File: src/rtl/acl_pkg.sv
package acl_pkg;
    typedef enum logic [2:0] {
        ST_IDLE, ST_FETCH, ST_DECODE, ST_OPND, ST_PTR, ST_RAMWB, ST_CODEWB
    } st_e;

    typedef enum logic [2:0] {
        M_IMM, M_DIR, M_REG, M_IND, M_IDX, M_BAD
    } mode_e;

    localparam logic [7:0] OP_IMM = 8'h74;
    localparam logic [7:0] OP_DIR = 8'hE5;
    localparam logic [7:0] OP_IDX = 8'h93;
    localparam int BANK_LSB = 3;
    localparam int BANK_W   = 2;
    localparam int RSEL_W   = 3;
endpackage

File: src/rtl/acl_decode.sv
module acl_decode
    import acl_pkg::*;
(
    input  logic [7:0]        op,
    output mode_e             mode,
    output logic [1:0]        len,
    output logic [1:0]        cyc,
    output logic [RSEL_W-1:0] rsel
);
    always_comb begin
        mode = M_BAD;
        len  = 2'd1;
        cyc  = 2'd1;
        rsel = op[RSEL_W-1:0];
        if (op == OP_IMM) begin
            mode = M_IMM;
            len  = 2'd2;
        end else if (op == OP_DIR) begin
            mode = M_DIR;
            len  = 2'd2;
        end else if (op[7:3] == 5'b11101) begin
            mode = M_REG;
        end else if (op[7:1] == 7'b1110011) begin
            mode = M_IND;
            rsel = {{(RSEL_W-1){1'b0}}, op[0]};
        end else if (op == OP_IDX) begin
            mode = M_IDX;
            cyc  = 2'd2;
        end
    end
endmodule

File: src/rtl/acl_addr.sv
module acl_addr
    import acl_pkg::*;
#(
    parameter int AW  = 16,
    parameter int DW  = 8,
    parameter int RAW = 8
) (
    input  logic [BANK_W-1:0] bank,
    input  logic [RSEL_W-1:0] rsel,
    input  logic [AW-1:0]     dptr,
    input  logic [DW-1:0]     acc,
    output logic [RAW-1:0]    reg_addr,
    output logic [AW-1:0]     idx_addr
);
    localparam int REG_W = BANK_W + RSEL_W;

    assign reg_addr = RAW'({bank, rsel});
    assign idx_addr = dptr + AW'(acc);

    if (RAW < REG_W) begin : g_bad_width
        initial $error("RAW too narrow for bank register address");
    end
endmodule

File: src/rtl/acc_load_unit.sv
module acc_load_unit
    import acl_pkg::*;
#(
    parameter int AW  = 16,
    parameter int DW  = 8,
    parameter int RAW = 8
) (
    input  logic           clk,
    input  logic           rst,
    input  logic           step,
    input  logic           wr_en,
    input  logic [1:0]     wr_sel,
    input  logic [DW-1:0]  wr_data,
    output logic [AW-1:0]  pm_addr,
    input  logic [DW-1:0]  pm_data,
    output logic [RAW-1:0] ram_addr,
    output logic           ram_rd,
    input  logic [DW-1:0]  ram_data,
    output logic [DW-1:0]  acc,
    output logic [AW-1:0]  pc,
    output logic           done,
    output logic [1:0]     cycles,
    output logic           illegal
);
    localparam int HALF = AW / 2;

    st_e               state, nxt;
    logic [DW-1:0]     op_q, acc_q, psw_q;
    logic [HALF-1:0]   dpl_q, dph_q;
    logic [AW-1:0]     pc_q;
    logic              done_q, ill_q;
    logic [1:0]        cyc_q;

    logic [DW-1:0]     op_now;
    mode_e             mode;
    logic [1:0]        len, dcyc;
    logic [RSEL_W-1:0] rsel;
    logic [RAW-1:0]    reg_addr;
    logic [AW-1:0]     idx_addr;
    logic              wb;
    logic [DW-1:0]     wb_data;

    assign op_now = (state == ST_DECODE) ? pm_data : op_q;

    acl_decode u_dec (
        .op   (op_now),
        .mode (mode),
        .len  (len),
        .cyc  (dcyc),
        .rsel (rsel)
    );

    acl_addr #(.AW(AW), .DW(DW), .RAW(RAW)) u_addr (
        .bank     (psw_q[BANK_LSB +: BANK_W]),
        .rsel     (rsel),
        .dptr     ({dph_q, dpl_q}),
        .acc      (acc_q),
        .reg_addr (reg_addr),
        .idx_addr (idx_addr)
    );

    // State register
    always_ff @(posedge clk) begin
        if (rst) state <= ST_IDLE;
        else     state <= nxt;
    end

    // Next state and memory-port outputs
    always_comb begin
        nxt      = state;
        pm_addr  = pc_q;
        ram_addr = '0;
        ram_rd   = 1'b0;
        unique case (state)
            ST_IDLE:  if (step) nxt = ST_FETCH;
            ST_FETCH: nxt = ST_DECODE;
            ST_DECODE: begin
                unique case (mode)
                    M_IMM, M_DIR: begin
                        pm_addr = pc_q + AW'(1);
                        nxt     = ST_OPND;
                    end
                    M_REG: begin
                        ram_addr = reg_addr;
                        ram_rd   = 1'b1;
                        nxt      = ST_RAMWB;
                    end
                    M_IND: begin
                        ram_addr = reg_addr;
                        ram_rd   = 1'b1;
                        nxt      = ST_PTR;
                    end
                    M_IDX: begin
                        pm_addr = idx_addr;
                        nxt     = ST_CODEWB;
                    end
                    default: nxt = ST_IDLE;
                endcase
            end
            ST_OPND: begin
                if (mode == M_DIR) begin
                    ram_addr = RAW'(pm_data);
                    ram_rd   = 1'b1;
                    nxt      = ST_RAMWB;
                end else begin
                    nxt = ST_IDLE;
                end
            end
            ST_PTR: begin
                ram_addr = RAW'(ram_data);
                ram_rd   = 1'b1;
                nxt      = ST_RAMWB;
            end
            ST_RAMWB, ST_CODEWB: nxt = ST_IDLE;
            default: nxt = ST_IDLE;
        endcase
    end

    assign wb = (state == ST_OPND && mode == M_IMM) ||
                (state == ST_RAMWB) || (state == ST_CODEWB);
    assign wb_data = (state == ST_RAMWB) ? ram_data : pm_data;

    // Architectural registers
    always_ff @(posedge clk) begin
        if (rst) begin
            op_q   <= '0;
            acc_q  <= '0;
            psw_q  <= '0;
            dpl_q  <= '0;
            dph_q  <= '0;
            pc_q   <= '0;
            done_q <= 1'b0;
            ill_q  <= 1'b0;
            cyc_q  <= '0;
        end else begin
            done_q <= 1'b0;
            ill_q  <= 1'b0;
            if (state == ST_IDLE && wr_en) begin
                unique case (wr_sel)
                    2'd0: psw_q <= wr_data;
                    2'd1: dpl_q <= HALF'(wr_data);
                    2'd2: dph_q <= HALF'(wr_data);
                    default: acc_q <= wr_data;
                endcase
            end
            if (state == ST_DECODE) begin
                op_q <= pm_data;
                if (mode == M_BAD) begin
                    pc_q  <= pc_q + AW'(1);
                    ill_q <= 1'b1;
                end
            end
            if (wb) begin
                acc_q  <= wb_data;
                pc_q   <= pc_q + AW'(len);
                cyc_q  <= dcyc;
                done_q <= 1'b1;
            end
        end
    end

    assign acc     = acc_q;
    assign pc      = pc_q;
    assign done    = done_q;
    assign illegal = ill_q;
    assign cycles  = cyc_q;
endmodule

File: config.mk
export PLATFORM = sky130hd
export DESIGN_NAME = acc_load_unit
export DESIGN_NICKNAME = d
export VERILOG_FILES = /design/src/rtl/acl_pkg.sv /design/src/rtl/acl_decode.sv /design/src/rtl/acl_addr.sv /design/src/rtl/acc_load_unit.sv
export SDC_FILE = /design/constraint.sdc
export NUM_CORES = 1
export LEC_CHECK = 0
export BUFFER_PORTS_ARGS = -buffer_cell sky130_fd_sc_hd__buf_2
export CAP_MARGIN = 40
export CORE_ASPECT_RATIO = 1.5
export CORE_MARGIN = 4
export CORE_UTILIZATION = 55
export DETAILED_ROUTE_END_ITERATION = 8
export GPL_TIMING_DRIVEN = 0
export PLACE_DENSITY = 0.8
export SLEW_MARGIN = 20
export SYNTH_ARGS = -nofsm -noshare
export SYNTH_HDL_FRONTEND = slang
export SYNTH_HIERARCHICAL = 1
export SYNTH_SLANG_ARGS = --single-unit
File: constraint.sdc
create_clock -name clk -period 11.1 [get_ports clk]
set_input_delay 2.22 -clock clk [delete_from_list [all_inputs] [get_ports clk]]
set_output_delay 2.22 -clock clk [all_outputs]
set_load 0.01 [all_outputs]
Word level (Yosys, flattened, before mapping)
Cells that the tools add are included.

operators by class
  multiplexer cells = 38
  $add $sub $neg = 3
  equal/unequal tests = 20
  bitwise logic cells = 1
  reductions and logical operators = 19

operators by type and width
  kind                                            count
  2-to-1 mux 16 bit                               4
  2-to-1 mux 8 bit                                6
  one-hot mux 16 bit (2 select lines)             1
  2-to-1 mux 3 bit                                10
  one-hot mux 8 bit (3 select lines)              1
  adder 16 x 1 -> 16 bit (second input constant)  1
  adder 16 x 2 -> 16 bit                          1
  adder 16 x 8 -> 16 bit                          1
  == test 8 bit (second input constant)           2
  == test 3 bit (second input constant)           5
  one-hot mux 3 bit (5 select lines)              1
  2-to-1 mux 2 bit                                7
  == test 3 x 2 -> 1 bit (second input constant)  4
  one-hot mux 3 bit (4 select lines)              1
  AND reduction 2 bit                             5
  == test 8 x 7 -> 1 bit (second input constant)  1
  == test 7 bit (second input constant)           1
  == test 3 x 1 -> 1 bit (second input constant)  2
  logical NOT 3 bit                               2
  nonzero test 2 bit                              3
  OR reduction 2 bit                              3
  == test 5 bit (second input constant)           1
  2-to-1 mux 1 bit                                5
  2-to-1 mux 5 bit                                1
  other kinds (10)                                12

storage, ports and cells
  word-level logic and storage cells = 91
  bits in registers = 60
  input bits = 30
  output and inout port bits = 53

Depth between registers and ports, before layout
Gate-level depths: netlist of run 1.

  depth after elaboration = 14
  depth in mapped cells = 15
  gate-level depth less buffers = 14

Hierarchy
Netlist of run 1, hierarchy kept.

modules (own cells, without submodules)
  module         area an instance (um2)  seq. area each (um2)  instances  cells an instance
  acc_load_unit  3,355.7                 1,141.1               1          411
  acl_addr       554.3                   0.0                   1          71
  acl_decode     162.7                   0.0                   1          23

Least setup slack after synthesis of run 1
OpenSTA, ideal clock, no wires.

  path kind = input -> output
  start point = input pm_data[0]
  end point = output ram_addr[4]
  data required time = 8.880 ns
  path buffers = 0
  arrival time = 4.397 ns
  stages = 9
  setup slack = 4.483 ns
  cells stage by stage = mux2_2 > or3b_4 > a2111oi_4 > nor2_1 > nor3b_1 > nand2_1 > nor2_1 > a222oi_1 > inv_1

on the way
  elaborated cells between the ends (all ways) = 16
  classes of those cells = eq/ne: 6; mux: 9; reduce/logical: 1

RTL lines
  item                                  line                 source
  start: declaration                    acc_load_unit.sv:15  input logic [DW-1:0] pm_data,
  2-to-1 mux 8 bit *                    --
  == test 8 bit                         acl_decode.sv:18     end else if (op == OP_DIR) begin
  2-to-1 mux 3 bit                      acl_decode.sv:18
  2-to-1 mux 3 bit *                    acl_decode.sv:15     if (op == OP_IMM) begin
  via mode[2]                           acc_load_unit.sv:35  mode_e mode;
  == test 3 x 2 -> 1 bit                acc_load_unit.sv:78  unique case (mode)
  OR reduction 2 bit (no source line)   --
  2-to-1 mux 5 bit                      acc_load_unit.sv:78
  one-hot mux 8 bit (3 select lines) *  acc_load_unit.sv:74  unique case (state)
  end: declaration                      acc_load_unit.sv:16  output logic [RAW-1:0] ram_addr,

The timed path passes the listed nets; every way through them passes the cells marked *.

Worst setup path in the final report of run 1
  start point = input pm_data[0]
  end point = output ram_addr[4]

on the way
  elaborated cells between the ends (all ways) = 16
  classes of those cells = eq/ne: 6; mux: 9; reduce/logical: 1

RTL lines
  item                                  line                 source
  2-to-1 mux 8 bit *                    --
  via op_now[0]                         acc_load_unit.sv:34  logic [DW-1:0] op_now;
  == test 8 bit                         acl_decode.sv:18
  2-to-1 mux 3 bit                      acl_decode.sv:18
  2-to-1 mux 3 bit *                    acl_decode.sv:15
  via mode[2]                           acc_load_unit.sv:35
  == test 3 x 2 -> 1 bit                acc_load_unit.sv:78
  OR reduction 2 bit (no source line)   --
  2-to-1 mux 5 bit                      acc_load_unit.sv:78
  one-hot mux 8 bit (3 select lines) *  acc_load_unit.sv:74

Marks and branches as above.

==> out/metrics.yaml, run 1 <==
cts_tree: "built"
met1_usage_pct: 30.00
coreArea_mm2: 0.007227
syn_inst: 505
setup_tns_ns: 0
rows: 38
port_buffers: 81
r2r_cells: 15
top_usage_layer: "met2"
worst-setup-path-type: "input port to output pin"
nNetsFinal: 642
crit_fanout: 9
power_density_mw_per_mm2: 100.9
end_kind: "output pin"
r2r-end: "pc[14]"
grt_pass1_vias: 4158
dr.pass1.iters: 6
grt_util_all_layers_pct: 28.44
synth-seq-cells: 57
grt_overflow_total: 0
met2_usage_pct: 52.29
whs_path_depth: 2
post-route-util_pct: 66.95
gp_congestion: 1.002
synth_area_mm2: 0.004073
p_leak_nw: 2.229
post_cts_buffers: 0
antenna_found_initial: 0
area_growth_pct: 18.80
synth.distinct_cells: 70
slew_headroom_pct: 42.00
cap_violations: 0
wl_per_cell_um: 17.56
ctsRootBufferMaster: "clkbuf_8"
synthArstFlopShare_pct: 0
yosys_warnings: 6
layout_common_cells: "90 x buf_2, 59 x nor2_1, 57 x dfxtp_1, 41 x nand2_1, 31 x o21ai_0"
hold_start: "cycles[0]"
clk_pin_slew_ns: 0.06
drc_errors: 0
holdBufCountCts: 0
hp-class: "flop to flop"
cts.sink_count: 57
synth_edf_count: 0
hpwl_mm: 9.518
fin_crit_sh_pct: 65.88
via_per_inst: 6.057
post-route-min-period_ns: 7.313
layoutNonFillerInstCount: 704
die-area_mm2: 0.008874
first_iter_violations: 316
die_w_um: 78.26
cts-resized-gates: 0
insertion_delay_ns: 0.36
finalHoldViolCount: 0
cp_data_arrival_time_ns: 5.09
vias: 4264
postSynthAreaPerCell_um2: 8.065
cp.required_ns: 8.88
synth_area_leaders: "dfxtp_1 28%, mux2i_1 6.9%, nor2_1 5.4%"
use_met3_pct: 6.556
ant_nets: 0
max_freq_mhz: 136.7
pin_count: 83
drv_slew: 0
synth_top_area_cell: "dfxtp_1"
grt_start_max_net_pins: 12
rsz0062_at_grt: "false"
clockBufferDepth: 2
worst_pin_slew_ns: 0.8677
multi_input_area_mm2: 0.002649
yosysSeqAreaShare_pct: 28.02
seqCellArea_mm2: 0.001141
outcome: "finished, final reports clean"
htree_levels: 3
die_h_um: 113.4
diodes: 0
ys_dominant_reg_cell: "dfxtp_1"
setup_violations: 0
dp_cells: 688
numCtsBuffers: 9
layout_commonest_cell: "buf_2"
routed_wirelength_mm: 12.36
n_fill_cell: 631
min_to: "cycles[0]"
rr_startpoint: "state[2]"
initial_core_util_pct: 56.35
worst_ir_drop_vdd_uv: 70.98
synth_top_area_share_pct: 28.02
grt_pass1_wl_mm: 20.00
r2r_slack_ns: 7.01
start_kind: "input port"
final_layout_size_suffix_gt1_share_pct: 24.50
clock_skew_ns: 0.01334
whs_ns: 0.4521
## critical path: stages
cell and delay [ns]:
buf_2 0.12, mux2_2 0.31, or3b_4 0.42, a2111oi_4 0.43, nor2_1 0.13, nor3b_1 0.42, nand2_1 0.12, nor2_1 0.51
a222oi_1 0.19, inv_1 0.09, buf_2 0.13
## area by class of cell
cell class,count,share of cell area (%)
Tap cell,100,2.586
Clock buffer,10,2.845
Timing Repair Buffer,81,8.379
Clock inverter,6,1.862
Sequential cell,57,23.58
Buffer,40,4.525
Multi-Input combinational cell,391,54.75
Inverter,19,1.474
## power breakdown
part,leakage (nW),total [W],internal (W),switching [W]
combinational,1.65,0.0000490,0.0000208,0.0000282
sequential,0.461,0.000213,0.000209,0.00000388
clock,0.113,0.000227,0.000133,0.0000934
total,2.23,0.000488,0.000363,0.000126
## cells in the mapped netlist, types with 3 or more instances
cell       instances
a211oi_1           4
a21o_1             4
a21oi_1           29
a21oi_2            3
a221oi_1           4
a222oi_1           8
a22o_1             8
a22oi_1            6
a31oi_1            4
a32oi_1            3
and3_1             4
buf_2              9
buf_4             11
clkbuf_1          16
dfxtp_1           57
ha_1              11
inv_1             19
mux2_2             9
mux2i_1           28
nand2_1           41
nand2b_1           6
nand3_1           14
nand3b_1           5
nand4_1           10
nor2_1            59
nor2b_1           11
nor3_1             7
nor4_1             3
o2111ai_1          3
o21a_1             4
o21ai_0           31
xnor2_1           19
xor2_1             5
## worst max path at each step
stage,from,to,slack (ns),cells past startpoint
finish,pm_data[0],ram_addr[4],3.79,11
global route,pm_data[4],ram_addr[6],3.53,11
CTS,pm_data[7],ram_addr[4],3.80,11
detailed placement,pm_data[7],ram_addr[4],3.81,11
global placement,pm_data[0],ram_addr[4],3.87,11
floorplan,pm_data[0],ram_addr[4],4.48,9
## per-stage QoR
step           total power [W]  worst slack, ns  area (um2)
4_1_cts              0.0004903            3.802        4838
3_3_place_gp         0.0002633            3.868        4611
5_1_grt              0.0005039            3.535        4838
2_1_floorplan        0.0002471            4.483        4080
6_report             0.0004883            3.787        4838
3_5_place_dp         0.0002653            3.806        4611
## sequential cells by signal (all words and copies together) (netlist names)
name	count
pc	16
op_q	8
psw_q	2
cycles	2
acc	8
illegal	1
done	1
dph_q	8
dpl_q	8
state	3
## routing by layer
layer  up-vias  routed length, um
li1       2021                  -
met1      2011               4620
met2       196               6366
met3        36                874
met4         0                499
met5         -                  0
## cells by family (layout without fill, tap and decap cells)
group | after synthesis | after routing | synth area share [%]
other cells | 1 | 3 | 0.09208
simple gates | 182 | 182 | 23.16
mux | 37 | 37 | 9.370
compound gates | 132 | 132 | 22.70
xor+xnor | 24 | 24 | 5.161
flops | 57 | 57 | 28.02
buf+inv | 59 | 156 | 7.127
fa+ha+maj | 13 | 13 | 4.363
Note: power is estimated with default switching activity, not from simulation.
==> run 2, diff against run 1 <==
Settings changed: CORE_UTILIZATION 55 to 50, PLACE_DENSITY 0.8 to 0.77.
Clock period 11.1 ns to 6.1 ns, I/O delays scaled along.
==> out/metrics.yaml, run 2 (synthesis gave the netlist of run 1 again) <==
ant_nets: 0
coreArea_mm2: 0.007958
cts.sink_count: 57
power_frac_comb_pct: 8.9
worst_pin_slew_ns: 0.9007
cts-resized-gates: 0
setup_violations: 0
netSwitchingFraction_pct: 24.26
seqCellArea_mm2: 0.001141
seqPwrFrac_pct: 39.5
cts_tree: "built"
die_w_um: 81.69
hold_start: "cycles[0]"
gp_congestion: 1.003
power_density_mw_per_mm2: 199.8
rows: 40
min_to: "cycles[0]"
initial_core_util_pct: 51.18
diodes: 0
finalHoldViolCount: 0
r2r_cells: 13
worst-setup-path-type: "flop to output pin"
dr.pass1.iters: 6
post-route-min-period_ns: 5.614
setup_tns_ns: 0
post_cts_buffers: 0
rr_startpoint: "state[2]"
crit_fanout: 10
grt_util_all_layers_pct: 25.80
setup_ws_ns: 0.4860
via_per_inst: 5.858
clockBufferDepth: 2
numCtsBuffers: 9
layout_commonest_cell: "buf_2"
pin_count: 83
drv_slew: 0
port_buffers: 81
dp_cells: 693
cp_data_arrival_time_ns: 4.39
layoutNonFillerInstCount: 709
insertion_delay_ns: 0.34
antenna_found_initial: 0
grt_overflow_total: 0
htree_levels: 3
clock_skew_ns: 0.007043
holdBufCountCts: 0
layout_common_cells: "90 x buf_2, 59 x nor2_1, 57 x dfxtp_1, 41 x nand2_1, 31 x o21ai_0"
outcome: "finished, final reports clean"
max_freq_mhz: 178.1
n_fill_cell: 711
cap_violations: 0
end_kind: "output pin"
cp.required_ns: 4.88
p_leak_nw: 2.258
r2r_slack_ns: 1.90
vias: 4153
drc_errors: 0
final_layout_size_suffix_gt1_share_pct: 24.34
wl_per_cell_um: 17.17
post-route-util_pct: 61.76
start_kind: "flop"
first_iter_violations: 399
die_h_um: 118.5
p_sw_w: 0.0002382
grt_pass1_vias: 3938
worst_ir_drop_vdd_uv: 122.8
hp-class: "flop to flop"
routed_wirelength_mm: 12.17
fin_crit_sh_pct: 92.03
largest_reg_flops: 16
rsz0062_at_grt: "false"
slew_headroom_pct: 39.79
area_growth_pct: 20.68
multi_input_area_mm2: 0.002649
grt_pass1_wl_mm: 19.28
ctsRootBufferMaster: "clkbuf_16"
p_int_w: 0.0007437
whs_path_depth: 2
power.total_w: 0.0009819
die-area_mm2: 0.009683
r2r-end: "pc[1]"
hpwl_mm: 9.383
dp_slack_ns: 0.7136
clk_pin_slew_ns: 0.05
grt_start_max_net_pins: 11
p_clk_share_pct: 51.5
nNetsFinal: 642
## run 2: cell types whose count changed in the layout (fill, tap and decap cells not counted), sizes merged
cell,before,now
inv,20,19
clkinvlp,1,2
bufinv,2,1
clkbuf,27,28
## run 2: how the worst max path moves through the flow
stage / startpoint / endpoint / slack [ns] / cells after the start
finish: state[2] / ram_addr[4] / 0.49 / 13
global route: state[2] / ram_addr[7] / 0.16 / 13
CTS: state[2] / ram_addr[4] / 0.51 / 13
detailed placement: pm_data[0] / ram_addr[4] / 0.71 / 11
global placement: pm_data[0] / ram_addr[4] / 0.79 / 11
floorplan: pm_data[0] / ram_addr[4] / 1.48 / 9
## run 2: per-layer routing
layer	track usage [%]	share of wire, %	vias to the layer above
met4	10.19	2.8	0
met3	5.259	6.4	29
met2	45.97	52	166
met5	0	0	-
li1	-	-	2019
met1	29.04	38	1939
## run 2: cell type report
type                            count  share of cell area [%]
Buffer                             40                   4.455
Tap cell                          105                   2.673
Timing Repair Buffer               81                   8.248
Sequential cell                    57                   23.22
Inverter                           19                   1.451
Clock buffer                       11                   4.939
Multi-Input combinational cell    391                   53.90
Clock inverter                      5                   1.120
## run 2: critical path, cell delays in order (launching register included)
cell and delay [ns]:
dfxtp_1 0.32, buf_6 0.14, nand2b_1 0.20, nor2_2 0.38
mux2_2 0.45, or3b_4 0.42, a2111oi_4 0.44, nor2_1 0.13
nor3b_1 0.47, nand2_1 0.14, nor2_1 0.54, a222oi_1 0.19
inv_1 0.11, buf_2 0.13
## run 2: power by group through the flow
stage | Sequential, W | Clock [W] | Combinational, W
3_5_place_dp | 0.000396 | 0 | 0.0000862
6_report | 0.000388 | 0.000506 | 0.0000878
2_1_floorplan | 0.000395 | 0 | 0.0000551
4_1_cts | 0.000388 | 0.000511 | 0.0000870
3_3_place_gp | 0.000395 | 0 | 0.0000836
5_1_grt | 0.000388 | 0.000529 | 0.0000964
## run 2: through the flow
step           hold WS (ns)  area, um2
2_1_floorplan        0.4617       4080
5_1_grt              0.4803       4915
3_3_place_gp         0.4453       4617
4_1_cts              0.4525       4915
6_report             0.4511       4915
3_5_place_dp         0.4477       4617
==> run 3, diff against run 2 <==
Settings changed: CELL_PAD_IN_SITES_DETAIL_PLACEMENT from default to 0, CELL_PAD_IN_SITES_GLOBAL_PLACEMENT from default to 1, CORE_UTILIZATION 50 to 36, PLACE_DENSITY 0.77 to default, PLACE_DENSITY_LB_ADDON from default to 0.1, SETUP_SLACK_MARGIN from default to 0.5, SYNTH_HIERARCHICAL 1 to default.
==> out/metrics.yaml, run 3 <==
outcome: "finished, final reports clean"
synth.distinct_cells: 68
worst_ir_drop_vdd_uv: 129.1
netSwitchingFraction_pct: 24.30
p_int_w: 0.0007379
die-area_mm2: 0.01245
max_freq_mhz: 220.2
clock_skew_ns: 0.005956
layout_common_cells: "85 x buf_2, 63 x nand2_1, 57 x dfxtp_1, 50 x nor2_1, 43 x a21oi_1"
grt_pass1_vias: 3816
area_growth_pct: 22.75
rows: 46
hp-class: "flop to flop"
synth-seq-cells: 57
p_clk_share_pct: 51.3
post_cts_buffers: 0
die_h_um: 134.7
rsz0062_at_grt: "false"
largest_reg_flops: 16
setup_ws_ns: 1.558
final_layout_size_suffix_gt1_share_pct: 22.58
coreArea_mm2: 0.01053
p_sw_w: 0.0002369
via_per_inst: 5.528
synth_top_area_share_pct: 29.64
p_leak_nw: 1.970
synth_most_common_cell: "nand2_1"
synth_area_mm2: 0.003850
power_density_mw_per_mm2: 206.3
drv_slew: 0
finalHoldViolCount: 0
holdBufCountCts: 0
drc_errors: 0
start_kind: "input port"
post-route-min-period_ns: 4.542
die_w_um: 92.44
htree_levels: 3
power_frac_comb_pct: 8.7
antenna_found_initial: 0
dp_slack_ns: 1.538
nNetsFinal: 627
insertion_delay_ns: 0.33
diodes: 0
grt_start_max_net_pins: 11
port_buffers: 81
crit_fanout: 10
worst_pin_slew_ns: 0.8203
pin_count: 83
hold_start: "dpl_q[6]"
setup_violations: 0
synthArstFlopShare_pct: 0
end_kind: "output pin"
postSynthAreaPerCell_um2: 7.825
slew_headroom_pct: 44.74
yosys_warnings: 0
worst-setup-path-type: "input port to output pin"
syn_inst: 492
cap_violations: 0
wl_per_cell_um: 17.60
grt_pass1_wl_mm: 20.18
routed_wirelength_mm: 12.90
first_iter_violations: 261
ctsRootBufferMaster: "clkbuf_16"
critPathLaunch: "pm_data[3]"
synth_top_area_cell: "dfxtp_1"
yosysSeqAreaShare_pct: 29.64
synth_edf_count: 0
whs_ns: 0.4600
grt_overflow_total: 0
synth_area_leaders: "dfxtp_1 30%, nand2_1 6.1%, a21oi_1 5.6%"
grt_util_all_layers_pct: 20.73
rr_startpoint: "op_q[4]"
dr.pass1.iters: 5
hpwl_mm: 10.22
fin_crit_sh_pct: 74.46
clk_pin_slew_ns: 0.05
cts_tree: "built"
gp_congestion: 0.8599
ant_nets: 0
setup_tns_ns: 0
layout_commonest_cell: "buf_2"
cts.sink_count: 57
cp.required_ns: 4.88
ys_dominant_reg_cell: "dfxtp_1"
vias: 4052
seqPwrFrac_pct: 40.0
numCtsBuffers: 9
cp_data_arrival_time_ns: 3.32
cts-resized-gates: 0
initial_core_util_pct: 36.55
syn_nets: 535
clockBufferDepth: 2
synthTopCellsByCount: "63 x nand2_1, 57 x dfxtp_1, 50 x nor2_1, 43 x a21oi_1, 36 x nand3_1"
[run 3: changes by cell type after synthesis, moves of 7 or more]
cell,delta
xnor2_1,-11
nand2_1,+22
a311oi_1,+7
mux2i_1,-25
buf_4,-8
nand3_1,+22
nor2_1,-9
inv_1,-14
a21oi_1,+14
[run 3: per-stage QoR]
stage                     utilization, %   power, W  area (um2)  std cells
after floorplan                        -  0.0004438        3850        492
after global placement             42.11  0.0004818        4436        717
after detailed placement           42.11  0.0004826        4436        717
after CTS                          44.87  0.0009864        4726        733
after global routing               44.87   0.001006        4726        733
final                              44.87  0.0009748        4726        733
[run 3: routing by layer]
metal	up-vias	part of all wire (%)	GRT usage, %
li1	2006	-	-
met1	1891	40	24.32
met2	138	52	36.94
met3	17	5.8	3.790
met4	0	2.0	8.182
met5	-	0	0
[run 3: layout make-up]
cell class                      instances  area (um2)
Clock buffer                           13       250.2
Tap cell                              144       180.2
Clock inverter                          3       40.04
Multi-Input combinational cell        403        2557
Fill cell                            1135        5807
Timing Repair Buffer                   81       405.4
Sequential cell                        57        1141
Inverter                                5       18.77
Buffer                                 27       132.6
[run 3: cells by family (layout without fill, tap and decap cells)]
| group | count (synthesis) | count (layout) | synth area share (%) |
|---|---|---|---|
| AOI/OAI and AO/OA | 138 | 138 | 24.93 |
| DFF | 57 | 57 | 29.64 |
| muxes | 14 | 14 | 3.997 |
| xor gates and xnor gates | 18 | 18 | 4.095 |
| adders and majority gates | 13 | 13 | 4.615 |
| buffers and inverters | 32 | 129 | 3.933 |
| and+or+nand+nor | 220 | 220 | 28.79 |
[run 3: worst paths after layout]
kind                                    to  slack, ns  depth (start not counted)
worst max register to register       pc[6]       2.95                         10
worst min-delay path              dpl_q[6]       0.46                          2
worst min register to register    dpl_q[6]       0.46                          2
worst max-delay path            pm_addr[3]       1.56                          7
[run 3: worst max-delay path: stages]
cell	delay (ns)
buf_2	0.15
nor3b_1	0.36
o211a_4	0.27
nand2_1	0.21
clkbuf_1	0.32
o311ai_0	0.56
buf_2	0.23
[run 3: power groups by stage]
stage | sequential [W] | combinational [W] | clock, W
final | 0.000390 | 0.0000848 | 0.000500
after floorplan | 0.000396 | 0.0000481 | 0
after global placement | 0.000397 | 0.0000846 | 0
after global routing | 0.000391 | 0.0000933 | 0.000522
after CTS | 0.000390 | 0.0000855 | 0.000511
after detailed placement | 0.000397 | 0.0000852 | 0
